`src/rtl/cpu_pwr_seq.sv`:
```
module cpu_pwr_seq #(
  parameter int STRAP_W = 4,
  parameter int LOCK_W  = 8,
  parameter int NWAKE   = 4
) (
  input  logic               clk,
  input  logic               rst_n,
  input  logic               halt_req,
  input  logic [NWAKE-1:0]   wake_evt,
  input  logic               stopclk_req,
  input  logic               sleep_req,
  input  logic               dsleep_req,
  input  logic               snoop_req,
  input  logic               ext_en,
  input  logic               lowop_ack,
  input  logic [LOCK_W-1:0]  lock_cycles,
  input  logic [STRAP_W-1:0] strap_in,
  output logic [2:0]         pwr_state,
  output logic               core_clk_en,
  output logic               pll_en,
  output logic               lowop_req,
  output logic               snoop_done,
  output logic               proto_err,
  output logic [STRAP_W-1:0] strap_q
);
  localparam int WATCH_W = NWAKE + 5;

  typedef enum logic [2:0] {
    S_RUN = 3'd0, S_HALT = 3'd1, S_GRANT = 3'd2, S_SLP = 3'd3,
    S_DEEP = 3'd4, S_LOWER = 3'd5, S_RELOCK = 3'd6, S_RAISE = 3'd7
  } pst_t;

  pst_t st, nxt, orig;
  logic ext_q, ext_nxt, load_orig, rst_d;
  logic [LOCK_W-1:0] cnt, cnt_nxt;
  logic [WATCH_W-1:0] watch, watch_q;

  assign watch = {halt_req, wake_evt, stopclk_req, snoop_req, ext_en, lowop_ack};

  always_comb begin
    nxt = st;
    cnt_nxt = cnt;
    ext_nxt = ext_q;
    load_orig = 1'b0;
    case (st)
      S_RUN, S_HALT: begin
        if (st == S_HALT && |wake_evt) nxt = S_RUN;
        else if (stopclk_req) begin
          load_orig = 1'b1;
          if (ext_en) begin
            nxt = S_LOWER;
            ext_nxt = 1'b1;
          end else nxt = S_GRANT;
        end else if (st == S_RUN && halt_req) nxt = S_HALT;
      end
      S_LOWER: begin
        if (!stopclk_req) nxt = S_RAISE;
        else if (lowop_ack) nxt = S_GRANT;
      end
      S_GRANT: begin
        if (!stopclk_req) nxt = ext_q ? S_RAISE : orig;
        else if (sleep_req) nxt = S_SLP;
      end
      S_SLP: begin
        if (dsleep_req) nxt = S_DEEP;
        else if (!sleep_req) nxt = S_GRANT;
      end
      S_DEEP: begin
        if (!dsleep_req) begin
          nxt = S_RELOCK;
          cnt_nxt = lock_cycles;
        end
      end
      S_RELOCK: begin
        if (cnt == '0) nxt = S_SLP;
        else cnt_nxt = cnt - 1'b1;
      end
      S_RAISE: begin
        if (!lowop_ack) begin
          nxt = orig;
          ext_nxt = 1'b0;
        end
      end
      default: nxt = S_RUN;
    endcase
  end

  always_ff @(posedge clk) begin
    if (!rst_n) begin
      st <= S_RUN;
      orig <= S_RUN;
      ext_q <= 1'b0;
      cnt <= '0;
      snoop_done <= 1'b0;
      proto_err <= 1'b0;
      watch_q <= '0;
      rst_d <= 1'b0;
    end else begin
      st <= nxt;
      if (load_orig) orig <= st;
      ext_q <= ext_nxt;
      cnt <= cnt_nxt;
      snoop_done <= (st == S_GRANT) && snoop_req;
      proto_err <= (st == S_SLP) && (watch != watch_q);
      watch_q <= watch;
      rst_d <= 1'b1;
    end
  end

  always_ff @(posedge clk) begin
    if (rst_n && !rst_d) strap_q <= strap_in;
  end

  assign pwr_state   = st;
  assign core_clk_en = (st == S_RUN) || (st == S_LOWER) || (st == S_RAISE);
  assign pll_en      = (st != S_DEEP);
  assign lowop_req   = (st == S_LOWER) ||
                       (ext_q && (st == S_GRANT || st == S_SLP || st == S_DEEP || st == S_RELOCK));

  assert_sleep_entry_R8: assert property (@(posedge clk) disable iff (!rst_n)
    (st == S_SLP && $past(st) != S_SLP) |-> ($past(st) == S_GRANT || $past(st) == S_RELOCK));

  assert_deep_entry_R9: assert property (@(posedge clk) disable iff (!rst_n)
    (st == S_DEEP && $past(st) != S_DEEP) |-> $past(st) == S_SLP);

  assert_low_ack_R6: assert property (@(posedge clk) disable iff (!rst_n)
    (st == S_GRANT && $past(st) == S_LOWER) |-> $past(lowop_ack));

  assert_raise_ack_R7: assert property (@(posedge clk) disable iff (!rst_n)
    ((st == S_RUN || st == S_HALT) && $past(st) == S_RAISE) |-> !$past(lowop_ack));

  assert_strap_hold_R11: assert property (@(posedge clk) disable iff (!rst_n)
    rst_d |=> $stable(strap_q));
endmodule

```
`config.mk`:
```
export PLATFORM = sky130hd
export DESIGN_NAME = cpu_pwr_seq
export DESIGN_NICKNAME = d
export VERILOG_FILES = /design/src/rtl/cpu_pwr_seq.sv
export SDC_FILE = /design/constraint.sdc
export NUM_CORES = 1
export LEC_CHECK = 0
export CAP_MARGIN = 20
export CORE_MARGIN = 2
export CORE_UTILIZATION = 45
export CTS_BUF_LIST = sky130_fd_sc_hd__clkbuf_16
export DETAILED_ROUTE_END_ITERATION = 10
export PLACE_DENSITY = 0.85
export SKIP_LAST_GASP = 1
export SYNTH_ARGS = -nofsm -noshare
export SYNTH_HDL_FRONTEND = slang
export SYNTH_SLANG_ARGS = --single-unit
export TNS_END_PERCENT = 30
```
`constraint.sdc`:
```
create_clock -name clk -period 1.8 [get_ports clk]
set_input_delay 0.18 -clock clk [delete_from_list [all_inputs] [get_ports clk]]
set_output_delay 0.18 -clock clk [all_outputs]
set_load 0.02 [all_outputs]
```
==> summary.txt <==
Status
  • Status: finished, violations left
  • Failing checks: negative setup slack

GRT
  • Grt total ovfl: 0
  • Initial antenna violation count: 0
  • Largest net degree at the start of global routing: 19
  • GRT Overall Usage: 23.1%
  • First-pass GRT wire length: 7270 um
  • Vias in the first global route: 1596

Detailed routing
  • Number of remaining DRC errors: 0
  • Wire per inst: 15.0 um
  • Post-DRT Antenna Nets: 0
  • Met1 wire length: 1910 um
  • Initial DRC count: 130
  • Routed WL: 4660 um
  • DR WL met3: 424 um
  • Drt first pass iters: 5
  • Via-to-Cell Ratio: 5.68
  • Top Metal Used: met4
  • Total number of vias: 1768
  • Met2 Wirelength: 2210 um

Logic synthesis
  • Top FF cell, synth: dfxtp_1
  • Post-Syn Nets: 222
  • Post-synth EDFFs: 4
  • Yosys warning count: 0
  • Yosys top cell by area: dfxtp_1
  • Gate Count Post-Synth: 195
  • Post-synthesis sequential area ratio: 40.4%
  • Seq cells post-synth: 31
  • Top cells by count, synth: 27 x dfxtp_1, 20 x a21oi_1, 18 x nand2_1
  • Synth top area share: 33.1%
  • Mapped Area: 1640 um2
  • Synth area leaders: dfxtp_1 33%, edfxtp_1 7.3%, a21oi_1 6.1%
  • Syn Area/Cell: 8.39 um2
  • Cell variety after synth: 50
  • Post-synth ARST share: 0%
  • Most frequent cell after synthesis: dfxtp_1

Run
  • Max-cap violations: 0

Finish
  • Filler Cells Inserted: 230
  • Final #Nets: 291
  • N_diodes: 0
  • Fin util: 73.3%
  • P&R area growth vs syn: 53.2%
  • Layout cells sized above 1: 22.6%

Clock network
  • Root Driver: clkbuf_16
  • Clk_lat worst skew: 0.28 ns
  • Clk sink count: 31
  • TritonCTS clock tree: yes
  • CTS hold repair buffers: 0
  • Cts bufs inserted: 5
  • Clock Tree Buf Depth: 2
  • Reg clk slew, reported paths: 0.05 ns
  • Max H-tree Level: 2

Floorplan
  • Initial core utilization: 47.9%
  • Num ports: 37
  • Core ar.: 3420 um2
  • Total die area: 4130 um2
  • Die Y: 64.3 um
  • Die W: 64.3 um
  • FP Rows: 21

Power and ir drop
  • Maximum VDD drop: 0.938 mV
  • Register share of total power: 27.6%
  • Cell Int Power: 0.00232 W
  • Sw frac: 35.7%
  • PD cells: 1440 nW/um2
  • Sw Pwr: 0.00128 W
  • Comb power frac: 46.6%
  • Lkg Pwr: 0.994 nW
  • Clock share of power: 25.8%

Place
  • Setup WS pre-CTS: -0.163 ns
  • Port bufs: 36
  • DP Wirelength: 3160 um
  • Global placer's final weighted congestion: 0.807

Timing
  • Relative slew slack: 61.2%
  • Hold Fails Final Rpt: 0
  • Max Fclk: 549 MHz
  • Final setup violation count: 1
  • Final WS setup: -0.0217 ns
  • Worst clock skew: 0.00729 ns
  • Unrepaired setup endpoints after global routing: true
  • Fin crit share: 101%
  • Tmin final: 1.82 ns
  • Final max-slew violation count: 0
  • Worst Tran Pin Value: 0.575 ns

Worst setup path
  • CP arrival: 1.98 ns
  • Max FO, Critical Path: 4
  • Critical-path top delay cell: or4_4
  • Critical path type: flop to flop
  • Startpoint types: flop
  • Crit. End Element: flop
  • CP max stage delay: 0.55 ns
  • Crit-path cells: or4_4 > nor4b_4 > a2111o_2 > buf_4 > o21bai_1 > a21oi_1
  • Crit path required time: 1.95 ns

Worst hold path
  • Hold Crit Class: input pin to flop
[power by group through the flow]
stage | clock network [W] | registers (W) | logic (W)
floorplan | 0 | 0.000924 | 0.000914
global placement | 0 | 0.000964 | 0.00150
detailed placement | 0 | 0.000970 | 0.00155
CTS | 0.000940 | 0.000977 | 0.00159
global route | 0.000972 | 0.00101 | 0.00180
finish | 0.000929 | 0.000993 | 0.00168
[flip-flops by register name, summed over array words and instances (netlist names)]
signal and count:
cnt 8, ext_q 1, orig 3, proto_err 1, pwr_state 3, rst_d 1, snoop_done 1, strap_q 4
watch_q 9
[cell type report]
| class | count | area, um2 | area share [%] |
|---|---|---|---|
| inverters | 6 | 22.5 | 0.899 |
| clock buffers | 5 | 125 | 5.00 |
| repair buffers | 73 | 646 | 25.8 |
| well taps | 46 | 57.6 | 2.30 |
| clock inverters | 3 | 38.8 | 1.55 |
| flip-flops and latches | 31 | 671 | 26.8 |
| multi-input cells | 147 | 945 | 37.7 |
[layout by cell type, fill, tap and decap left out, types with 3 or more instances in the layout]
master           netlist  layout
o21ai_1                9       9
xor2_1                 3       3
nor2_1                13      13
buf_4                  0      35
nand2_1               18      18
dfxtp_1               27      23
a21o_1                 4       4
and2_1                10      10
a21oi_1               20      16
nor2b_1                5       5
clkdlybuf4s50_1        0      33
nand3_1                6       6
o21ai_0                4       4
inv_1                  4       4
edfxtp_1               4       4
xnor2_1                6       6
and3_1                 3       3
a21oi_2                0       4
nor4_1                 4       4
o22ai_1                3       3
clkbuf_16              0       5
[per-stage QoR]
stage,cell area [um2],power (W),setup TNS (ns),instances,hold WS [ns]
floorplan,1640,0.00184,-0.000976,195,0.208
global placement,2260,0.00247,-0.117,300,0.480
detailed placement,2260,0.00252,-0.730,300,0.485
CTS,2460,0.00351,-0.0656,311,0.459
global route,2500,0.00378,-0.230,311,0.454
finish,2500,0.00360,-0.0217,311,0.468
[critical path, delay by kind of cell (launching register included)]
kind / cells / cell delay (ns)
and+or+nand+nor: 2 / 0.79
AOI/OAI and AO/OA: 3 / 0.45
DFF: 1 / 0.31
buffers and inverters: 1 / 0.14
[metal layers]
metal / track usage, % / vias up
met5: 0 / -
met4: 12.2 / 0
met3: 7.39 / 16
met2: 37.1 / 104
met1: 27.3 / 806
li1: - / 842
[path summary, 6_finish.rpt]
path	slack (ns)	to	depth (start not counted)	startpoint
setup / recovery	-0.02	cnt[0]$_SDFFE_PN0P_	6	cnt[2]$_SDFFE_PN0P_
hold / removal	0.47	strap_q[0]$_DFFE_PP_	1	strap_in[0]
setup reg to reg	-0.02	cnt[0]$_SDFFE_PN0P_	6	cnt[2]$_SDFFE_PN0P_
hold reg to reg	0.50	orig[2]$_SDFFE_PN0P_	1	orig[2]$_SDFFE_PN0P_
[logic make-up after synthesis]
group           share of synthesized area [%]
buf+inv                                  4.51
fa+ha+maj                                1.53
flops                                    40.4
compound gates                           21.2
xor+xnor                                 4.82
simple gates                             27.5
[what timing repair did]
action,in CTS,in global routing
pin swaps,1,5
gates cloned,0,0
setup buffers,3,0
setup endpoints to repair,14,12
gates resized for setup,8,11
endpoints found under the hold margin,0,0
Power figures use the tool's default switching activity.
